<file path="src/rtl/wdt_pkg.sv">
package wdt_pkg;

  typedef enum logic [2:0] {
    EV_IDLE,
    EV_PIN_ONSET,
    EV_PIN_HOLD,
    EV_EXP_RUN,
    EV_EXP_HALT,
    EV_CLEAR,
    EV_HALT
  } wdt_event_e;

  typedef struct packed {
    logic to;
    logic pdf;
    logic halted;
  } cause_state_t;

  // Cycles from a restart edge to the edge that registers the expiry.
  function automatic int unsigned expiry_period(input int unsigned pre_log2,
                                                input int unsigned cnt_w);
    return 32'd1 << (pre_log2 + cnt_w);
  endfunction

  // Priority: reset pin, then software clear, then expiry, then halt entry.
  function automatic wdt_event_e classify(input logic pin_low,
                                          input logic pin_prev,
                                          input logic expire,
                                          input logic halted,
                                          input logic clr,
                                          input logic halt_req);
    if (pin_low)              return pin_prev ? EV_PIN_HOLD : EV_PIN_ONSET;
    if (clr)                  return EV_CLEAR;
    if (expire)               return halted ? EV_EXP_HALT : EV_EXP_RUN;
    if (halt_req && !halted)  return EV_HALT;
    return EV_IDLE;
  endfunction

  function automatic cause_state_t next_state(input wdt_event_e ev,
                                              input cause_state_t cur);
    cause_state_t nx;
    nx = cur;
    case (ev)
      EV_PIN_ONSET: begin
        nx.to     = 1'b0;
        nx.pdf    = cur.halted;   // pin pressed during halt keeps the mark
        nx.halted = 1'b0;
      end
      EV_PIN_HOLD: begin
        nx.to     = 1'b0;
        nx.halted = 1'b0;
      end
      EV_EXP_RUN: nx.to = 1'b1;
      EV_EXP_HALT: begin
        nx.to     = 1'b1;
        nx.pdf    = 1'b1;
        nx.halted = 1'b0;
      end
      EV_CLEAR: begin
        nx.to  = 1'b0;
        nx.pdf = 1'b0;
      end
      EV_HALT: begin
        nx.pdf    = 1'b1;
        nx.halted = 1'b1;
      end
      default: nx = cur;
    endcase
    return nx;
  endfunction

endpackage

</file>
<file path="src/rtl/wdt_prescaler.sv">
module wdt_prescaler #(
  parameter int unsigned LOG2 = 2
) (
  input  logic clk,
  input  logic por,
  input  logic restart,
  output logic tick
);
  generate
    if (LOG2 == 0) begin : g_bypass
      assign tick = 1'b1;
    end else begin : g_divide
      localparam logic [LOG2-1:0] PRE_MAX = {LOG2{1'b1}};
      logic [LOG2-1:0] pre_q;

      always_ff @(posedge clk or posedge por) begin
        if (por)          pre_q <= '0;
        else if (restart) pre_q <= '0;
        else              pre_q <= pre_q + 1'b1;
      end

      assign tick = (pre_q == PRE_MAX);
    end
  endgenerate
endmodule

</file>
<file path="src/rtl/wdt_counter.sv">
module wdt_counter #(
  parameter int unsigned WIDTH = 4
) (
  input  logic clk,
  input  logic por,
  input  logic tick,
  input  logic restart_req,
  output logic expire
);
  localparam logic [WIDTH-1:0] CNT_MAX = {WIDTH{1'b1}};

  logic [WIDTH-1:0] cnt_q;
  logic             at_top;

  assign at_top = (cnt_q == CNT_MAX);
  assign expire = tick && at_top && !restart_req;

  always_ff @(posedge clk or posedge por) begin
    if (por)                       cnt_q <= '0;
    else if (restart_req || expire) cnt_q <= '0;
    else if (tick)                 cnt_q <= cnt_q + 1'b1;
  end
endmodule

</file>
<file path="src/rtl/wdt_cause_flags.sv">
module wdt_cause_flags
  import wdt_pkg::*;
(
  input  logic       clk,
  input  logic       por,
  input  logic       pin_low,
  input  logic       expire,
  input  logic       clr,
  input  logic       halt_req,
  output logic       flag_to,
  output logic       flag_pdf,
  output logic       halted,
  output logic       sys_rst,
  output logic       wake,
  output wdt_event_e ev
);
  cause_state_t st_q, st_d;
  logic         pin_prev_q;
  logic         rst_q, wake_q;

  assign ev   = classify(pin_low, pin_prev_q, expire, st_q.halted, clr, halt_req);
  assign st_d = next_state(ev, st_q);

  always_ff @(posedge clk or posedge por) begin
    if (por) begin
      st_q       <= '0;
      pin_prev_q <= 1'b0;
      rst_q      <= 1'b1;
      wake_q     <= 1'b0;
    end else begin
      st_q       <= st_d;
      pin_prev_q <= pin_low;
      rst_q      <= pin_low || (ev == EV_EXP_RUN);
      wake_q     <= (ev == EV_EXP_HALT);
    end
  end

  assign flag_to  = st_q.to;
  assign flag_pdf = st_q.pdf;
  assign halted   = st_q.halted;
  assign sys_rst  = rst_q;
  assign wake     = wake_q;
endmodule

</file>
<file path="src/rtl/wdt_reset_cause.sv">
module wdt_reset_cause
  import wdt_pkg::*;
#(
  parameter int unsigned PRESCALE_LOG2 = 2,
  parameter int unsigned COUNT_WIDTH   = 4
) (
  input  logic clk,
  input  logic por,
  input  logic ext_rst_n,
  input  logic halt_req,
  input  logic wdt_clr,
  output logic sys_rst,
  output logic wake,
  output logic flag_to,
  output logic flag_pdf
);
  localparam int unsigned PERIOD = expiry_period(PRESCALE_LOG2, COUNT_WIDTH);

  logic       pin_low;
  logic       pre_tick;
  logic       cnt_restart;
  logic       pre_restart;
  logic       wdt_expire;
  logic       in_halt;
  wdt_event_e cause_ev;

  assign pin_low     = !ext_rst_n;
  assign cnt_restart = wdt_clr || pin_low;
  assign pre_restart = cnt_restart || wdt_expire;

  wdt_prescaler #(.LOG2(PRESCALE_LOG2)) u_pre (
    .clk     (clk),
    .por     (por),
    .restart (pre_restart),
    .tick    (pre_tick)
  );

  wdt_counter #(.WIDTH(COUNT_WIDTH)) u_cnt (
    .clk         (clk),
    .por         (por),
    .tick        (pre_tick),
    .restart_req (cnt_restart),
    .expire      (wdt_expire)
  );

  wdt_cause_flags u_flags (
    .clk      (clk),
    .por      (por),
    .pin_low  (pin_low),
    .expire   (wdt_expire),
    .clr      (wdt_clr),
    .halt_req (halt_req),
    .flag_to  (flag_to),
    .flag_pdf (flag_pdf),
    .halted   (in_halt),
    .sys_rst  (sys_rst),
    .wake     (wake),
    .ev       (cause_ev)
  );

  initial begin
    if (PERIOD < 2) $error("watchdog period too short");
  end
endmodule

</file>
<file path="config.mk">
export PLATFORM = sky130hd
export DESIGN_NAME = wdt_reset_cause
export DESIGN_NICKNAME = d
export VERILOG_FILES = /design/src/rtl/wdt_pkg.sv /design/src/rtl/wdt_prescaler.sv /design/src/rtl/wdt_counter.sv /design/src/rtl/wdt_cause_flags.sv /design/src/rtl/wdt_reset_cause.sv
export SDC_FILE = /design/constraint.sdc
export NUM_CORES = 1
export LEC_CHECK = 0
export CAP_MARGIN = 20
export CELL_PAD_IN_SITES_DETAIL_PLACEMENT = 1
export CELL_PAD_IN_SITES_GLOBAL_PLACEMENT = 1
export CORE_MARGIN = 2
export CORE_UTILIZATION = 37
export CTS_CLUSTER_SIZE = 10
export DETAILED_ROUTE_END_ITERATION = 10
export HOLD_SLACK_MARGIN = 0.1
export PLACE_DENSITY = 0.74
export SYNTH_ARGS = -nofsm -noshare
export SYNTH_HDL_FRONTEND = slang
export SYNTH_SLANG_ARGS = --single-unit
</file>
<file path="constraint.sdc">
create_clock -name clk -period 1.7 [get_ports clk]
set_clock_uncertainty 0.1 [all_clocks]
set_input_delay 0.255 -clock clk [delete_from_list [all_inputs] [get_ports clk]]
set_output_delay 0.255 -clock clk [all_outputs]
set_load 0.05 [all_outputs]
</file>
### Word level (Yosys, flattened, before mapping)

Cells that the tools add are included.

| word-level totals | value |
|---|---|
| register bits after elaboration | 12 |
| bits of input ports | 5 |
| output and inout bits | 4 |
| word-level logic and storage cells | 60 |

| operators by class | value |
|---|---|
| reduce and logical (&&, ||, !) cells | 17 |
| eq/ne operators | 8 |
| muxes and demuxes | 25 |
| add/sub/neg operators | 2 |

Operators with widths:

| operator | count |
|---|---|
| two-way mux 3 bit | 9 |
| equality test 3 bit (second input constant) | 3 |
| two-way mux 1 bit | 9 |
| two-way mux 4 bit | 2 |
| equality test 3 x 2 -> 1 bit (second input constant) | 2 |
| nonzero test 2 bit | 3 |
| OR reduction 3 bit | 2 |
| adder 4 x 1 -> 4 bit (second input constant) | 1 |
| equality test 4 bit (second input constant) | 1 |
| two-way mux 2 bit | 2 |
| one-hot mux 1 bit (2 select lines) | 2 |
| OR reduction 2 bit | 2 |
| equality test 3 x 1 -> 1 bit (second input constant) | 1 |
| logical AND 1 bit | 3 |
| zero test 1 bit | 3 |
| logical OR 1 bit | 3 |
| one-hot mux 1 bit (3 select lines) | 1 |
| nonzero test 3 bit | 1 |
| adder 2 x 1 -> 2 bit (second input constant) | 1 |
| equality test 2 bit (second input constant) | 1 |

### Longest topological paths before layout

Gate-level depths: netlist of the first run.

| depth | value |
|---|---|
| word-level depth | 17 |
| mapped depth | 5 |
| gate-level depth less buffers | 5 |

### By module

A second synthesis of the first run with hierarchy kept.

| unflattened totals | value |
|---|---|
| cells, all modules | 60 |
| area, all modules | 589.3 um2 |

Modules (own cells, without submodules):

| module | area an instance (um2) | instances | seq. area each (um2) | cells each |
|---|---|---|---|---|
| wdt_cause_flags | 281.5 | 1 | 151.4 | 28 |
| wdt_counter | 211.5 | 1 | 100.1 | 23 |
| wdt_prescaler | 76.3 | 1 | 50.0 | 6 |
| wdt_reset_cause | 20.0 | 1 | 0.0 | 3 |

### Worst setup path after synthesis of the first run

OpenSTA, ideal clock, no wires.

| path | value |
|---|---|
| path kind | flip-flop to flip-flop |
| start point | register u_pre.g_divide.pre_q[0] |
| end point | register u_flags.st_q, in the netlist u_flags.flag_pdf |
| arrival time | 1,332 ps |
| clock period less this slack | 1,502 ps |
| path buffers | 0 |
| stages on the path, launching flop included | 6 |
| required time | 1,530 ps |
| slack | 198 ps |
| setup time | 70 ps |
| path through | dfrtp_1 ha_1 nand4_2 nand3_2 or3b_1 nand3b_1 |

| between the ends | value |
|---|---|
| longest elaborated chain between the ends | 12 |
| elaborated cells on any way between the ends | 19 |
| those cells by class | 5 x eq/ne; 10 x mux; 4 x reduce/logical |

RTL lines:

| element | line | text |
|---|---|---|
| start: declaration | wdt_prescaler.sv:14 | `logic [LOG2-1:0] pre_q;` |
| start signal: assignment | wdt_prescaler.sv:19 | `else pre_q <= pre_q + 1'b1;` |
| equality test 2 bit * | wdt_prescaler.sv:22 | `assign tick = (pre_q == PRE_MAX);` |
| logical AND 1 bit * (2 in series) | wdt_counter.sv:16 | `assign expire = tick && at_top && !restart_req;` |
| two-way mux 3 bit / two-way mux 1 bit (equally long branches) | wdt_pkg.sv:34 | `if (expire) return halted ? EV_EXP_HALT : EV_EXP_RUN;` |
| two-way mux 3 bit / two-way mux 1 bit (equally long branches) | wdt_pkg.sv:35, wdt_pkg.sv:34 |  |
| two-way mux 3 bit / two-way mux 1 bit (equally long branches) | wdt_pkg.sv:36, wdt_pkg.sv:33 |  |
| two-way mux 3 bit * | wdt_pkg.sv:35 | `if (halt_req && !halted) return EV_HALT;` |
| two-way mux 3 bit * | wdt_pkg.sv:34 |  |
| two-way mux 3 bit * | wdt_pkg.sv:33 | `if (clr) return EV_CLEAR;` |
| equality test 3 bit | wdt_pkg.sv:43 | `case (ev)` |
| OR reduction 2 bit (no source line) | -- |  |
| one-hot mux 1 bit (3 select lines) / nonzero test 3 bit (equally long branches) | -- |  |
| end signal: assignment | wdt_cause_flags.sv:31 | `st_q <= st_d;` |
| end: declaration | wdt_cause_flags.sv:17 | `cause_state_t st_q, st_d;` |

Every way passes the cells marked *; elsewhere a longest branch is shown, timed or not. The select of a mux whose other input is x is not followed.
A chain may end at the register's enable or synchronous reset.

### Worst setup path after layout of the first run

| path | value |
|---|---|
| start point | register u_cnt.cnt_q[0] |
| end point | register u_flags.st_q, in the netlist u_flags.flag_pdf |

| between the ends | value |
|---|---|
| longest elaborated chain between the ends | 12 |
| elaborated cells on any way between the ends | 19 |
| those cells by class | 5 x eq/ne; 10 x mux; 4 x reduce/logical |

RTL lines:

| element | line | text |
|---|---|---|
| start: declaration | wdt_counter.sv:12 | `logic [WIDTH-1:0] cnt_q;` |
| start signal: assignment | wdt_counter.sv:21 | `else if (tick) cnt_q <= cnt_q + 1'b1;` |
| equality test 4 bit * | wdt_counter.sv:15 | `assign at_top = (cnt_q == CNT_MAX);` |
| logical AND 1 bit * (2 in series) | wdt_counter.sv:16 |  |
| two-way mux 3 bit / two-way mux 1 bit (equally long branches) | wdt_pkg.sv:34 |  |
| two-way mux 3 bit / two-way mux 1 bit (equally long branches) | wdt_pkg.sv:35, wdt_pkg.sv:34 |  |
| two-way mux 3 bit / two-way mux 1 bit (equally long branches) | wdt_pkg.sv:36, wdt_pkg.sv:33 |  |
| two-way mux 3 bit * | wdt_pkg.sv:35 |  |
| two-way mux 3 bit * | wdt_pkg.sv:34 |  |
| two-way mux 3 bit * | wdt_pkg.sv:33 |  |
| equality test 3 bit | wdt_pkg.sv:43 |  |
| OR reduction 2 bit (no source line) | -- |  |
| one-hot mux 1 bit (3 select lines) / nonzero test 3 bit (equally long branches) | -- |  |

Marked as above.

==> summary.txt, run 1 <==
STA
  • Worst Setup Slack, final: 147.9 ps
  • Period minus WS final: 1552 ps
  • Unrepaired setup endpoints after global routing: no
  • Fin crit share: 91.30%
  • Final Max Tran Viols: 0
  • Max Freq: 644.3 MHz
  • Final Hold Fails: 0
  • Final setup violation count: 0
  • Relative slew slack: 69.47%
  • Slew @ Worst Pin: 457.5 ps
  • Fin Setup TNS: 0 ps

Detailed routing
  • Drt pass-1 iters: 4
  • WL final: 958 um
  • WL/cell: between 10 and 15 um
  • DR vias/cell: 4.784
  • ANT nets after route: 0
  • DRC: 0
  • Vias: 354
  • DRT iter0 DRCs: 3

Critical path
  • Crit-path cells: ha_1 -> nand4_2 -> nand3_2 -> or3b_1 -> nand3b_1
  • Worst Path Max Fanout: 4
  • WP data arrival: 1650 ps
  • CP Capture Type: flip-flop
  • CP Buf/Inv Count: 0
  • CP required: roughly 1800 ps
  • Slowest CP cell: dfrtp_1
  • Critical path class: flip-flop to flip-flop
  • CP max stage delay: 410 ps
  • Top Family by Delay on Critical Path: simple AND/OR/NAND/NOR gates
  • Crit start category: flip-flop

GRT
  • Largest net degree at the start of global routing: 13
  • GRT Overall Usage: between 10% and 20%
  • GRT overflow: 0
  • First-pass GRT wire length: between 1.5 and 2 mm
  • Initial antenna violation count: 0
  • Vias in the first global route: 366

Clock network
  • CTS max path bufs: 2
  • CTS tree: yes
  • Root buf cell: clkbuf_4
  • Post-CTS Resized: 0
  • Hold buffers post-CTS: 0
  • Post-CTS Setup Bufs: 0
  • CTS H-tree depth: 1
  • Sink Count: 12
  • CTS clk-pin slew, worst paths: 80 ps
  • Clock latency on the worst-skew pair: 270 ps
  • CTS buffer count: 3

Logic synthesis
  • Most area-consuming cells after synthesis: dfrtp_1 54%, dfstp_2 5.1%, nor2_1 5.1%
  • Register area share after synthesis: 59.07%
  • Gate Count Post-Synth: 45
  • Ys async rst share: 100.0%
  • Synth Flop Type: dfrtp_1
  • Post-synth EDFFs: 0
  • Yosys top cell area share: a little over half
  • Netlist cell types: 21
  • Largest area contributor in the netlist: dfrtp_1
  • Mapped Area: 510.5 um^2
  • Synthesized net count: 52
  • Average size of a mapped cell: around 11 um^2
  • Synthesized flop and latch total: 12
  • Yosys Warn Count: 0

Pwr
  • Power Total: 590.0 uW
  • Sw frac: 23.64%
  • Static Leak: 0.0003325 uW
  • Net Switching: 139.5 uW
  • Clock share of power: 38.5%
  • VDD IR-drop max: 406.9 uV
  • Internal cell power: 450.5 uW
  • Pwr per Cell Area: 889.7 nW/um^2
  • Flop pwr share: 51.0%
  • Comb power frac: a little over a tenth

Placement
  • Detailed placer's ending HPWL: 711.7 um
  • Final Wtd Congestion: 0.6157
  • Dpl cells: 70
  • Place WS: 125.3 ps
  • Port buffer count: 8

Floorplanning
  • FP Rows: 13
  • Die area: between 1500 and 2000 um^2
  • Die Y: slightly above 40 um
  • Die Wd: ~41 um
  • Core ar.: roughly 1300 um^2
  • Initial Util: 39.23%
  • Ports: 9

Cells and area
  • Cell Count, Final, Fillers Out: 74
  • Area Growth Syn to Fin: 29.90%
  • Commonest cells after routing, fill and taps aside: 11 x dfrtp_1, 7 x nor2_1, 6 x inv_1
  • Commonest non-fill, non-tap cell in the layout: dfrtp_1
  • NumNets Final: 67
  • Layout cells sized above 1: 23.73%
  • Ant diodes: 0

Min path
  • Min-delay worst type: input pin to async pin

Status
  • Status: finished clean

Run
  • Max-capacitance violation count: 0
==> per-stage QoR <==
| stage | hold WS [ps] | util (%) | area (um^2) |
|---|---|---|---|
| 3_5_place_dp | 335.3 | 48.17 | 626.9 |
| 3_3_place_gp | 337.8 | 48.17 | 626.9 |
| 6_report | 181.2 | 50.96 | 663.1 |
| 4_1_cts | 191.3 | 50.96 | 663.1 |
| 2_1_floorplan | 18.98 | - | 510.5 |
| 5_1_grt | 215.5 | 50.96 | 663.1 |
==> power groups by stage <==
stage | sequential [uW] | combinational [uW] | clock, uW
floorplan | 318 | 19.7 | 0
global placement | 306 | 61.2 | 0
detailed placement | 306 | 62.3 | 0
CTS | 301 | 63.6 | 235
global route | 302 | 69.0 | 251
finish | 301 | 62.0 | 227
==> Yosys cell counts, drive strengths merged (2+ instances only) <==
cell,number
nand4,2
xor2,2
inv,6
dfrtp,11
a21oi,2
ha,2
nor2,7
==> final timing paths <==
path / startpoint / end / slack, ps / cells past startpoint
worst max-delay path: u_cnt.cnt_q[0] / u_flags.flag_pdf / 150 / 5
worst min-delay path: por / u_pre.g_divide.pre_q[1] / 180 / 2
worst max register to register: u_cnt.cnt_q[0] / u_flags.flag_pdf / 150 / 5
worst min register to register: u_pre.g_divide.pre_q[0] / u_pre.g_divide.pre_q[0] / 340 / 1
max in group asynchronous: por / u_flags.sys_rst / 970 / 2
min in group clk: u_pre.g_divide.pre_q[0] / u_pre.g_divide.pre_q[0] / 340 / 1
==> routing by layer <==
layer  track usage, %  routed length (um)  up-vias
li1                 -                   -      177
met1            18.27                 450      167
met2            25.00                 463        8
met3            4.891                  39        2
met4            9.677                   5        0
met5                0                   0        -
==> layout make-up <==
type | instances | area (um^2)
multi-input cells | 27 | 186.4
fillers | 149 | 638.1
repair buffers | 10 | 97.59
inverters | 6 | 22.52
clock buffers | 4 | 36.28
flip-flops and latches | 12 | 301.5
well taps | 15 | 18.77
==> logic make-up (layout without fill, tap and decap cells) <==
kind of cell | Yosys count | count (layout) | synth area share (%)
xor gates and xnor gates | 3 | 3 | 5.148
DFF | 12 | 12 | 59.07
adders and majority gates | 2 | 2 | 4.901
and+or+nand+nor | 16 | 16 | 18.38
muxes | 1 | 1 | 1.961
buffers and inverters | 6 | 20 | 4.411
AOI/OAI and AO/OA | 5 | 5 | 6.127
==> flip-flops by register name (all words and copies together) (netlist names) <==
name and cells:
u_flags.pin_prev_q 1, u_cnt.cnt_q 4, u_flags.wake 1, u_flags.flag_to 1, u_flags.sys_rst 1, u_flags.flag_pdf 1, u_pre.g_divide.pre_q 2, u_flags.halted 1
Power figures use the tool's default switching activity.
==> run 2, diff against run 1 <==
MAX_ROUTING_LAYER = met4   (was default)
==> results of run 2 <==
No change in the layout: final DEF, timing and power equal those of run 1.
Main changes from that run: final weighted congestion in routability-driven placement 0.6157 -> 0.6202; overall routing resource usage 15.75% -> 16.18%
